`src/rtl/ifg_gate_pkg.sv`:
```
package ifg_gate_pkg;

    typedef enum logic [1:0] {
        LB_NORMAL = 2'b00,
        LB_RSVD_A = 2'b01,
        LB_RSVD_B = 2'b10,
        LB_LOOP   = 2'b11
    } lpbk_code_e;

    typedef enum logic {
        ST_IDLE  = 1'b0,
        ST_FRAME = 1'b1
    } gate_state_e;

    typedef struct packed {
        logic [1:0] gap_sel;
        logic       loop;
        logic       no_crc;
    } frame_cfg_t;

    function automatic logic is_loop(input logic [1:0] code);
        return lpbk_code_e'(code) == LB_LOOP;
    endfunction

    function automatic int unsigned gap_bits(input logic [1:0] sel,
                                             input int unsigned base,
                                             input int unsigned step);
        return base + step * int'(sel);
    endfunction

endpackage

```
`src/rtl/ifg_bit_strobe.sv`:
```
module ifg_bit_strobe #(
    parameter int unsigned DIV = 10
) (
    input  logic clk,
    input  logic rst,
    input  logic tick,
    input  logic speed_fast,
    output logic bit_tick
);
    generate
        if (DIV <= 1) begin : g_nodiv
            assign bit_tick = tick;
        end else begin : g_div
            localparam int unsigned DW   = $clog2(DIV);
            localparam logic [DW-1:0] LAST = DW'(DIV - 1);
            logic [DW-1:0] pulse_q;

            always_ff @(posedge clk) begin
                if (rst || speed_fast) begin
                    pulse_q <= '0;
                end else if (tick) begin
                    pulse_q <= (pulse_q == LAST) ? '0 : pulse_q + 1'b1;
                end
            end

            assign bit_tick = speed_fast ? tick : (tick && pulse_q == LAST);
        end
    endgenerate
endmodule

```
`src/rtl/ifg_gap_timer.sv`:
```
module ifg_gap_timer #(
    parameter int unsigned CW = 7
) (
    input  logic          clk,
    input  logic          rst,
    input  logic          load,
    input  logic [CW-1:0] load_val,
    input  logic          bit_tick,
    output logic          expired
);
    logic [CW-1:0] left_q;

    always_ff @(posedge clk) begin
        if (rst) begin
            left_q <= '0;
        end else if (load) begin
            left_q <= load_val;
        end else if (bit_tick && left_q != '0) begin
            left_q <= left_q - 1'b1;
        end
    end

    assign expired = (left_q == '0);
endmodule

```
`src/rtl/ifg_frame_ctrl.sv`:
```
module ifg_frame_ctrl
    import ifg_gate_pkg::*;
(
    input  logic       clk,
    input  logic       rst,
    input  logic       req,
    input  logic       eof,
    input  logic [1:0] gap_code,
    input  logic [1:0] lpbk_code,
    input  logic       crc_off,
    input  logic       gap_done,
    output logic       grant,
    output logic       busy,
    output logic       frame_end,
    output frame_cfg_t cfg
);
    gate_state_e state_q;
    frame_cfg_t  cfg_q;
    logic        start;

    assign grant     = (state_q == ST_IDLE) && gap_done;
    assign start     = grant && req;
    assign frame_end = (state_q == ST_FRAME) && eof;
    assign busy      = (state_q == ST_FRAME);
    assign cfg       = cfg_q;

    always_ff @(posedge clk) begin
        if (rst) begin
            state_q <= ST_IDLE;
            cfg_q   <= '0;
        end else if (start) begin
            state_q        <= ST_FRAME;
            cfg_q.gap_sel  <= gap_code;
            cfg_q.loop     <= is_loop(lpbk_code);
            cfg_q.no_crc   <= crc_off;
        end else if (frame_end) begin
            state_q <= ST_IDLE;
        end
    end
endmodule

```
`src/rtl/ifg_tx_gate.sv`:
```
module ifg_tx_gate
    import ifg_gate_pkg::*;
#(
    parameter int unsigned GAP_BASE  = 84,
    parameter int unsigned GAP_STEP  = 4,
    parameter int unsigned SLOW_DIV  = 10
) (
    input  logic       clk,
    input  logic       rst,
    input  logic       tick,
    input  logic       speed_fast,
    input  logic [1:0] gap_code,
    input  logic [1:0] lpbk_code,
    input  logic       crc_off,
    input  logic       tx_req,
    input  logic       tx_eof,
    output logic       tx_grant,
    output logic       line_en,
    output logic       lpbk_en,
    output logic       crc_en
);
    localparam int unsigned GAP_MAX = GAP_BASE + 3 * GAP_STEP;
    localparam int unsigned CW      = $clog2(GAP_MAX + 1);

    logic          bit_tick;
    logic          gap_done;
    logic          busy;
    logic          frame_end;
    frame_cfg_t    cfg;
    logic [CW-1:0] gap_len;

    assign gap_len = CW'(gap_bits(cfg.gap_sel, GAP_BASE, GAP_STEP));

    ifg_bit_strobe #(.DIV(SLOW_DIV)) u_strobe (
        .clk        (clk),
        .rst        (rst),
        .tick       (tick),
        .speed_fast (speed_fast),
        .bit_tick   (bit_tick)
    );

    ifg_gap_timer #(.CW(CW)) u_timer (
        .clk      (clk),
        .rst      (rst),
        .load     (frame_end),
        .load_val (gap_len),
        .bit_tick (bit_tick),
        .expired  (gap_done)
    );

    ifg_frame_ctrl u_ctrl (
        .clk       (clk),
        .rst       (rst),
        .req       (tx_req),
        .eof       (tx_eof),
        .gap_code  (gap_code),
        .lpbk_code (lpbk_code),
        .crc_off   (crc_off),
        .gap_done  (gap_done),
        .grant     (tx_grant),
        .busy      (busy),
        .frame_end (frame_end),
        .cfg       (cfg)
    );

    assign line_en = busy && !cfg.loop;
    assign lpbk_en = busy &&  cfg.loop;
    assign crc_en  = busy && !cfg.no_crc;
endmodule

```
`config.mk`:
```
export PLATFORM = sky130hd
export DESIGN_NAME = ifg_tx_gate
export DESIGN_NICKNAME = d
export VERILOG_FILES = /design/src/rtl/ifg_gate_pkg.sv /design/src/rtl/ifg_bit_strobe.sv /design/src/rtl/ifg_gap_timer.sv /design/src/rtl/ifg_frame_ctrl.sv /design/src/rtl/ifg_tx_gate.sv
export SDC_FILE = /design/constraint.sdc
export NUM_CORES = 1
export LEC_CHECK = 0
export ABC_CLOCK_PERIOD_IN_PS = 5600
export BUFFER_PORTS_ARGS = -buffer_cell sky130_fd_sc_hd__buf_2
export CAP_MARGIN = 0
export CORE_MARGIN = 2
export CORE_UTILIZATION = 56
export DETAILED_ROUTE_END_ITERATION = 8
export GPL_ROUTABILITY_DRIVEN = 0
export PLACE_DENSITY = 0.87
export SLEW_MARGIN = 20
export SYNTH_ARGS = -nofsm -noshare
export SYNTH_HDL_FRONTEND = slang
export SYNTH_SLANG_ARGS = --single-unit
```
`constraint.sdc`:
```
create_clock -name clk -period 5.6 [get_ports clk]
set_input_delay 0.28 -clock clk [delete_from_list [all_inputs] [get_ports clk]]
set_output_delay 0.28 -clock clk [all_outputs]
set_load 0.02 [all_outputs]
```
# Word level (Yosys, flattened, before mapping)

Index checks and enable logic that the tools add are counted.
Widths: inputs -> output; s select.

Bits in registers: 16
Input bits: 11
Logic and storage cells: 33

Add/sub/neg operators: 3
Equal/unequal tests: 2
Muxes and demuxes: 6
Bitwise logic cells: 1
Reductions and logical operators: 15

Operators with widths:

| cell                | number |
|---|---|
| $mux 7              | 2 |
| $logic_and 1x1->1   | 8 |
| $add 7x4->7 const A | 1 |
| $logic_not 7->1     | 1 |
| $reduce_bool 7->1   | 1 |
| $sub 7x1->7 const B | 1 |
| $add 4x1->4 const B | 1 |
| $eq 4x4->1 const B  | 1 |
| $mux 4              | 1 |
| $reduce_bool 2->1   | 2 |
| $mux 1              | 3 |
| $eq 2x2->1 const B  | 1 |
| $logic_not 1->1     | 2 |
| $logic_or 1x1->1    | 1 |
| $not 1->1           | 1 |

# Depth between registers and ports, before layout

Gate-level depths: netlist (run 1).

Depth in word-level cells: 6
Mapped depth: 7
Mapped depth without buffers: 6

# Modules after synthesis

From an unflattened synthesis (run 1), not the netlist that was laid out.

Cells, all modules: 102
Area total of the unflattened synthesis: 933.4 um^2

Modules (own cells, without submodules):

| module         | times used | cells an instance | area each (um^2) | sequential area each (um^2) |
|---|---|---|---|---|
| ifg_gap_timer  | 1          | 48                | 419.2            | 140.1 |
| ifg_frame_ctrl | 1          | 23                | 246.5            | 100.1 |
| ifg_bit_strobe | 1          | 22                | 205.2            | 80.1 |
| ifg_tx_gate    | 1          | 9                 | 62.6             | 0.0 |

# Worst setup path after synthesis (run 1)

No wires, ideal clock.

Path kind: register to output
Start: register u_timer.left_q[0]
End: output tx_grant
Arrival time: 1.547 ns
Data required time: 5.320 ns
Path slack: 3.773 ns
Cell stages (with the launch flop): 7
Path buffers: 1
Cells stage by stage: dfxtp_1 > inv_1 > ha_1 > nor4b_1 > and2_1 > clkbuf_1 > nor2b_1

Longest elaborated chain between the ends: 2

Ends and longest elaborated chain:

| what                   | line                 | RTL |
|---|---|---|
| from (decl)            | ifg_gap_timer.sv:11  | `logic [CW-1:0] left_q;` |
| from (signal assigned) | ifg_gap_timer.sv:17  | `left_q <= load_val;` |
| from (signal assigned) | ifg_gap_timer.sv:19  | `left_q <= left_q - 1'b1;` |
| $logic_not 7->1        | ifg_gap_timer.sv:23  | `assign expired = (left_q == '0);` |
| $logic_and 1x1->1      | ifg_frame_ctrl.sv:21 | `assign grant = (state_q == ST_IDLE) && gap_done;` |
| to (decl)              | ifg_tx_gate.sv:17    | `output logic tx_grant,` |

No other way between the ends.

# Final worst setup path (run 1)

Ends and elaborated chain as after synthesis.

==> results of run 1 <==
==> power breakdown <==
group	internal [uW]	switching, uW
clock network	39.6	36.0
logic	116	157
registers	151	35.7
==> flip-flops by register name, summed over array words and instances, names as in the netlist <==
name / cells
u_timer.left_q: 7
u_ctrl.cfg: 4
u_strobe.g_div.pulse_q: 4
u_ctrl.busy: 1
==> cell usage after synthesis (2+ instances only) <==
| master | number | area [um^2] |
|---|---|---|
| or4_1 | 4 | 30.0 |
| nor2_1 | 8 | 30.0 |
| nand3_1 | 2 | 10.0 |
| nor4_1 | 2 | 12.5 |
| or3_2 | 2 | 15.0 |
| a21oi_1 | 4 | 20.0 |
| nor3_1 | 4 | 20.0 |
| clkbuf_1 | 3 | 11.3 |
| inv_1 | 3 | 11.3 |
| dfxtp_1 | 16 | 320 |
| nand2_1 | 6 | 22.5 |
| mux2i_1 | 3 | 30.0 |
| or3_1 | 2 | 12.5 |
| ha_1 | 3 | 37.5 |
| nor2b_1 | 5 | 31.3 |
| and2_1 | 3 | 18.8 |
| a31oi_1 | 2 | 12.5 |
| o31a_1 | 2 | 17.5 |
| a211oi_1 | 3 | 22.5 |
| o21ai_0 | 6 | 30.0 |
==> cell families after synthesis <==
group	after synthesis	share of synthesized area (%)
AO/OA/AOI/OAI	22	17.0
XOR/XNOR	2	2.11
adder cells (fa/ha/maj)	3	4.53
buffers and inverters	7	3.17
flip-flops	16	38.6
multiplexers	3	3.62
AND/OR/NAND/NOR	45	30.9
==> critical path: stages, from the launching register on <==
cell	delay, ps
dfxtp_1	340
inv_1	80
ha_1	150
nor4b_1	330
and2_1	370
nor2b_1	160
buf_2	160
==> cell type report <==
class	count	area, um^2
clock buffers	4	36.3
fillers	111	410
inverters	3	11.3
multi-input cells	75	483
flip-flops and latches	16	320
well taps	15	18.8
repair buffers	14	70.1
==> layer usage <==
layer	share of wire [%]	routed length, um
met1	49	759
met2	47	731
met3	4.5	71
met4	0	0
met5	0	0
==> per-stage QoR <==
stage / total power, uW / util [%] / setup slack, ps / cells
4_1_cts: 538 / 69.6 / 3440 / 127
5_1_grt: 582 / 69.6 / 3210 / 127
3_3_place_gp: 452 / 66.9 / 3770 / 123
3_5_place_dp: 462 / 66.9 / 3700 / 123
2_1_floorplan: 401 / - / 3770 / 98
6_report: 535 / 69.6 / 3440 / 127
==> final timing paths <==
kind	depth (start not counted)	slack (ps)	end
setup / recovery	6	3440	tx_grant
hold / removal	2	210	u_strobe.g_div.pulse_q[3]
setup reg to reg	6	3690	u_timer.left_q[3]
hold reg to reg	2	470	u_ctrl.cfg[1]
==> flow_summary.yaml, run 1 <==
pwr:
  p_leak_uw: 0.000394
  power.density_nw_per_um2: 570
  ir_drop_mv: 0.317
run:
  max_cap_violations: 0
min_path:
  hold_start: "speed_fast"
  hold_class: "primary input to flop"
global_routing:
  grt_pass1_wl_um: 2660
  gr-total-overflow: 0
  grt_usage_pct: 19.1
  globalRouteMet1Util_pct: 22.0
  grt_util_met2_pct: 34.2
  grt_max_degree: 17
  busiest_layer: "met2"
  grt_pass1_vias: 667
  antenna_found_initial: 0
  gr-usage-met3_pct: 7.76
synth:
  yosys_warnings: 0
  syn_nets: 112
  syn_avg_cell_area_um2: 8.46
  ys_types: 35
  synth_area_um2: 830
  synth_top_flop_cell: "dfxtp_1"
  ys_async_sr_fraction_pct: 0
  ys_ff_latch: 16
  syn_inst: 98
  synth_edf_count: 0
  seq_area_frac_synth_pct: 38.6
timing:
  rsz0062_at_grt: "false"
  clock-skew-final_ps: 6.83
  fin_crit_sh_pct: 38.6
  setup_viol: 0
  worst_pin_slew_ps: 757
  clock.fmax_mhz: 462
  hold_violations: 0
  fin_hold_ws_ps: 209
  slew_headroom_pct: 49.2
  slew_violations: 0
  fin_crit_ps: 2160
  finalSetupTns_ps: 0
critical_path:
  r2r-start: "u_timer.left_q[0]"
  cp-end-kind: "primary output"
  critPathMaxFanout: 11
  crit_start: "u_timer.left_q[0]"
  worstSetupPathType: "flop to primary output"
  setup.worst_path.start_class: "flop"
  arrival_ps: 1880
  cp.required_ps: 5320
drt:
  viasPerCell: 5.94
  drc: 0
  dr.pass1.iters: 4
  ant_nets: 0
  vias: 755
  drt_iter0_markers: 7
  wl_per_cell_um: 12.3
  routed_wl_um: 1560
cells_and_area:
  final_common_cell: "dfxtp_1"
  area_growth_pct: 13.3
  most-common-layout-cells: "16 x dfxtp_1, 14 x buf_2, 8 x nor2_1"
  finalNetCount: 127
  drive_gt1_share_pct: 18.8
  design_area_um2: 940
  num_antenna_cells: 0
placement:
  placed_cell_area_um2: 903
  portBuffers: 14
  hpwl_um: 1160
clock_network:
  ctsRootBufferMaster: "clkbuf_4"
  ctsHoldBuffers: 0
  clk_pin_slew_worst_paths_ps: 100
  cts.sinks: 16
  cts_max_path_buffers: 2
  clk_latency_ps: 290
  cts_made_buffers: 3
  cts.repair.resized: 0
  htreeDepth: 1
  cts_tree: "yes"
  cts_setup_buffers: 0
floorplan:
  die_h_um: 42.5
  core_um2: 1350
  die_w_um: 42.5
  initial_core_util_pct: 61.4
  die-area_um2: 1810
  boundaryPins: 15
  rows: 13
outcome:
  outcome: "finished, final reports clean"
Note: power is estimated with default switching activity, not from simulation.
==> run 2: changes to the inputs <==
ABC_CLOCK_PERIOD_IN_PS = 2000   (was 5600)
CORE_UTILIZATION = 52   (was 56)
PLACE_DENSITY = 0.82   (was 0.87)
clock period = 2 ns   (was 5.6 ns; I/O delays follow)
==> run 2 against run 1 <==
Net effect:
- cell area is 2.5% higher
- critical path type unchanged
- clock power grew to 2.8 times the previous value
- power grew to 3.0 times the previous value
==> flow_summary.yaml, run 2 (synthesis results as in run 1) <==
clock_network:
  cts_max_path_buffers: 2
  ctsRootBufferMaster: "clkbuf_4"
  ctsHoldBuffers: 0
  htreeDepth: 1
  clk_pin_slew_worst_paths_ps: 90
  clk_latency_ps: 290
  cts_tree: "yes"
  cts_made_buffers: 3
  cts.sinks: 16
floorplan:
  boundaryPins: 15
  core_um2: 1510
  die-area_um2: 1930
  die_h_um: 43.9
  die_w_um: 43.9
  initial_core_util_pct: 55.1
  rows: 14
global_routing:
  grt_pass1_wl_um: 2940
  antenna_found_initial: 0
  grt_usage_pct: 20.8
  grt_max_degree: 17
  gr-total-overflow: 0
  grt_pass1_vias: 695
timing:
  slew_headroom_pct: 46.7
  fin_crit_ps: 1870
  fin_ws_ps: 127
  clock.fmax_mhz: 534
  rsz0062_at_grt: "false"
  worst_pin_slew_ps: 795
  setup_viol: 0
  finalSetupTns_ps: 0
  slew_violations: 0
  clock-skew-final_ps: 1.73
  fin_crit_sh_pct: 93.6
  hold_violations: 0
pwr:
  power.density_nw_per_um2: 1640
  p_leak_uw: 0.000403
  p_int_uw: 920
  sequentialPowerShare_pct: 33.1
  sw_frac_of_total_pct: 41.9
  p_clk_share_pct: 13.4
  ir_drop_mv: 0.741
  combPwrFrac_pct: 53.5
  switchingPower_uw: 663
critical_path:
  crit_family: "simple AND/OR/NAND/NOR gates"
  ff2ff_path_depth: 4
  setup.worst_path.start_class: "flop"
  cpMaxStageDelayCell: "dfxtp_2"
  r2r-end: "u_timer.left_q[3]"
  reg2reg_slack_ps: 130
  cp_cell_sequence: "inv_1 -> ha_1 -> nor4b_1 -> and2_4 -> nor2b_1 -> buf_2"
  arrival_ps: 1770
  critPathMaxFanout: 11
  worstSetupPathType: "flop to primary output"
  cp_slowest_stage_delay_ps: 340
  cp.required_ps: 1900
  critPathBufInv: 2
  r2r-start: "u_strobe.g_div.pulse_q[3]"
  cp-end-kind: "primary output"
run:
  max_cap_violations: 0
cells_and_area:
  num_antenna_cells: 0
  multi_input_area_um2: 497
  most-common-layout-cells: "15 x dfxtp_1, 14 x buf_2, 8 x nor2_1"
  largest_reg_flops: 7
  regMostFlops: "u_timer.left_q"
  finalNetCount: 128
  final_common_cell: "dfxtp_1"
  postLayoutCoreUtil_pct: 64.0
  fillers: 125
  area_growth_pct: 16.1
  drive_gt1_share_pct: 23.0
  seq_area_um2: 322
placement:
  preCtsSetupSlack_ps: 34.9
  portBuffers: 14
  hpwl_um: 1220
min_path:
  hold_start: "speed_fast"
  whs_endpoint: "u_strobe.g_div.pulse_q[0]"
  whs_path_depth: 2
  hold_class: "primary input to flop"
drt:
  vias: 749
  dr.pass1.iters: 4
  routed_wl_um: 1660
  wl_per_cell_um: 12.9
  ant_nets: 0
  drc: 0
  viasPerCell: 5.81
  drt_iter0_markers: 11
outcome:
  outcome: "finished, final reports clean"
-- run 2: cell count changes in the layout (fill, tap and decap cells not counted), sizes merged --
cell	delta
buf	+1
-- run 2: layer usage --
metal	part of all wire (%)	vias to the layer above	global-route usage (%)
met5	0	-	0
met4	2.1	0	11.5
met3	4.8	5	3.75
met2	46	15	33.8
met1	47	339	25.8
li1	-	390	-
-- run 2: layout make-up --
type / instances / share of cell area (%)
clock buffers: 4 / 3.77
inverters: 3 / 1.17
multi-input cells: 75 / 51.6
flip-flops and latches: 16 / 33.4
well taps: 16 / 2.08
repair buffers: 15 / 8.05
-- run 2: worst max path at each step --
stage                           start                 to  slack, ps  cells after the start
floorplan           u_timer.left_q[0]  u_timer.left_q[5]        190                      7
global placement    u_timer.left_q[0]  u_timer.left_q[3]        170                      6
detailed placement  u_timer.left_q[0]  u_timer.left_q[3]         30                      6
CTS                 u_timer.left_q[0]  u_timer.left_q[3]         30                      6
global route        u_timer.left_q[1]           tx_grant          7                      6
finish              u_timer.left_q[0]           tx_grant        130                      6
-- run 2: power by group through the flow --
stage	Combinational, uW	Sequential [uW]	Clock (uW)
floorplan	624	499	0
global placement	778	520	0
detailed placement	795	528	0
CTS	810	520	218
global route	949	537	237
finish	846	525	212
-- run 2: metrics by stage --
step | instance area, um^2 | power (uW) | instances | hold slack [ps]
6_report | 963 | 1580 | 129 | 28.6
5_1_grt | 963 | 1720 | 129 | 34.3
4_1_cts | 950 | 1550 | 129 | 24.2
3_5_place_dp | 912 | 1320 | 125 | 340
3_3_place_gp | 912 | 1300 | 125 | 333
2_1_floorplan | 830 | 1120 | 98 | 172
-- run 2: what timing repair did --
item                                    in CTS  in global routing
hold endpoints to repair                     0                  0
setup buffers                                0                  0
resized for setup                            1                  4
endpoints found under the setup margin       1                  3
-- run 2: worst reg2reg max path, stage by stage (launching register included) --
cell	delay (ps)
dfxtp_1	370
nor4bb_1	290
o21ai_1	290
or4_1	580
a311oi_2	250
==> run 3: changes to the inputs <==
ABC_AREA = 1   (was unset)
CORE_UTILIZATION = 54   (was 52)
PLACE_DENSITY = 0.84   (was 0.82)
==> run 3 against run 2 <==
Net effect:
- sequential power grew 3%
- setup slack gained 210 ps
- critical path type unchanged
- largest power group unchanged
- cell area grew 8.1%
- power grew 10%
==> flow_summary.yaml, run 3 <==
timing:
  clock-skew-final_ps: 2.39
  fin_hold_ws_ps: 8.15
  finalSetupTns_ps: 0
  fin_crit_sh_pct: 83.0
  fin_ws_ps: 340
  hold_violations: 0
  worst_pin_slew_ps: 273
  slew_headroom_pct: 81.8
  slew_violations: 0
  setup_viol: 0
  rsz0062_at_grt: "false"
  fin_crit_ps: 1660
  clock.fmax_mhz: 602
cells_and_area:
  fillers: 133
  postLayoutCoreUtil_pct: 66.8
  seq_area_um2: 320
  area_growth_pct: 12.4
  finalNetCount: 168
  largest_reg_flops: 7
  multi_input_area_um2: 533
  most-common-layout-cells: "32 x nor2_1, 29 x nand2_1, 16 x dfxtp_1"
  drive_gt1_share_pct: 20.9
  num_antenna_cells: 0
  regMostFlops: "u_timer.left_q"
  final_common_cell: "nor2_1"
min_path:
  whs_path_depth: 2
  hold_class: "primary input to flop"
  hold_start: "rst"
  whs_endpoint: "u_timer.left_q[6]"
clock_network:
  clk_pin_slew_worst_paths_ps: 90
  clk_latency_ps: 290
  cts.repair.resized: 0
  cts_setup_buffers: 0
  cts_made_buffers: 3
  cts.sinks: 16
  ctsRootBufferMaster: "clkbuf_4"
  cts_max_path_buffers: 2
  cts_tree: "yes"
  ctsHoldBuffers: 0
  htreeDepth: 1
pwr:
  power.density_nw_per_um2: 1680
  p_leak_uw: 0.000541
  fin_total_pwr_uw: 1750
  ir_drop_mv: 0.960
critical_path:
  critPathBufInv: 3
  reg2reg_slack_ps: 530
  cp.required_ps: 1900
  cp_slowest_stage_delay_ps: 300
  cpMaxStageDelayCell: "dfxtp_1"
  worstSetupPathType: "flop to primary output"
  setup.worst_path.start_class: "flop"
  cp.depth: 7
  crit_top_cell: "inv_1"
  ff2ff_path_depth: 11
  r2r-start: "u_timer.left_q[0]"
  r2r-end: "u_ctrl.cfg[1]"
  critPathMaxFanout: 7
  cp_cell_sequence: "inv_1 -> ha_1 -> inv_1 -> nor2_1 -> nand3_4 -> nor2_4 -> buf_2"
  crit_family: "simple AND/OR/NAND/NOR gates"
  cp-end-kind: "primary output"
  crit_start: "u_timer.left_q[0]"
  arrival_ps: 1560
synth:
  synth_top_family_by_area: "simple AND/OR/NAND/NOR gates"
  synth_compound_area_share_pct: 5.95
  yosysTopAreaCell: "dfxtp_1"
  muxShareOfSynthArea_pct: 0
  synth.most_common_cell: "nor2_1"
  syn_inst: 136
  ys_ff_latch: 16
  synth_area_um2: 926
  yosys-top-cells-count: "32 x nor2_1, 29 x nand2_1, 16 x dfxtp_1, 13 x inv_1, 12 x nand3_1"
  syn_avg_cell_area_um2: 6.81
  synth_edf_count: 0
  seq_area_frac_synth_pct: 34.6
  ys_async_sr_fraction_pct: 0
  yosys_warnings: 0
  synth_top_flop_cell: "dfxtp_1"
  yosys.area_share.simple_pct: 45.7
  ys_types: 22
  syn_nets: 150
  synth.area.top_cells: "dfxtp_1 35%, nor2_1 13%, nand2_1 12%"
  yosys.area.top_type_share_pct: 34.6
  synth-xor-area-share_pct: 1.89
  synthAdderAreaFrac_pct: 4.05
global_routing:
  grt_max_degree: 14
  antenna_found_initial: 0
  gr-total-overflow: 0
  grt_pass1_wl_um: 3030
  busiest_layer: "met2"
  globalRouteMet1Util_pct: 24.0
  grt_usage_pct: 20.0
  gr-usage-met3_pct: 2.38
  grt_util_met2_pct: 36.3
  grt_pass1_vias: 770
drt:
  vias: 872
  viasPerCell: 5.16
  ant_nets: 0
  wl_per_cell_um: 10.1
  routed_wl_um: 1700
  drt_iter0_markers: 17
  drc: 0
  dr.pass1.iters: 4
placement:
  hpwl_um: 1390
  preCtsSetupSlack_ps: 535
  portBuffers: 14
floorplan:
  die-area_um2: 2060
  rows: 14
  initial_core_util_pct: 59.4
  die_w_um: 45.4
  die_h_um: 45.4
  core_um2: 1560
  boundaryPins: 15
outcome:
  outcome: "finished, final reports clean"
run:
  max_cap_violations: 0
[run 3: cell types whose count changed after synthesis, moves of 4 or more]
cell | before | now
or4_1 | 4 | 0
nor2b_1 | 5 | 0
inv_1 | 3 | 13
nor2_1 | 8 | 32
nand3_1 | 2 | 12
nand2_1 | 6 | 29
[run 3: worst max-delay path by stage]
stage	slack (ps)	to
after global placement	610	u_ctrl.cfg[3]
final	340	tx_grant
after detailed placement	530	u_ctrl.cfg[1]
after floorplan	570	u_ctrl.cfg[0]
after CTS	330	tx_grant
after global routing	250	tx_grant
[run 3: cells by family after synthesis]
group | count (synthesis)
xor+xnor | 2
flops | 16
buf+inv | 16
compound gates | 10
fa+ha+maj | 3
simple gates | 89
[run 3: cell type report]
cell class	instances	share of cell area, %
clock buffers	4	3.49
inverters	15	5.89
multi-input cells	104	51.2
flip-flops and latches	16	30.8
well taps	16	1.92
repair buffers	14	6.73
[run 3: per-stage QoR]
| step | area [um^2] | std cells |
|---|---|---|
| finish | 1040 | 169 |
| global route | 1040 | 169 |
| CTS | 1040 | 169 |
| detailed placement | 1000 | 165 |
| global placement | 1000 | 165 |
| floorplan | 926 | 136 |
[run 3: power by group]
group | internal, uW | switching [uW]
Combinational | 384 | 611
Clock | 111 | 101
Sequential | 430 | 109
[run 3: metal layers]
metal | routed length [um] | up-vias
met5 | 0 | -
met4 | 25 | 0
met3 | 60 | 2
met2 | 815 | 16
met1 | 800 | 388
li1 | - | 466
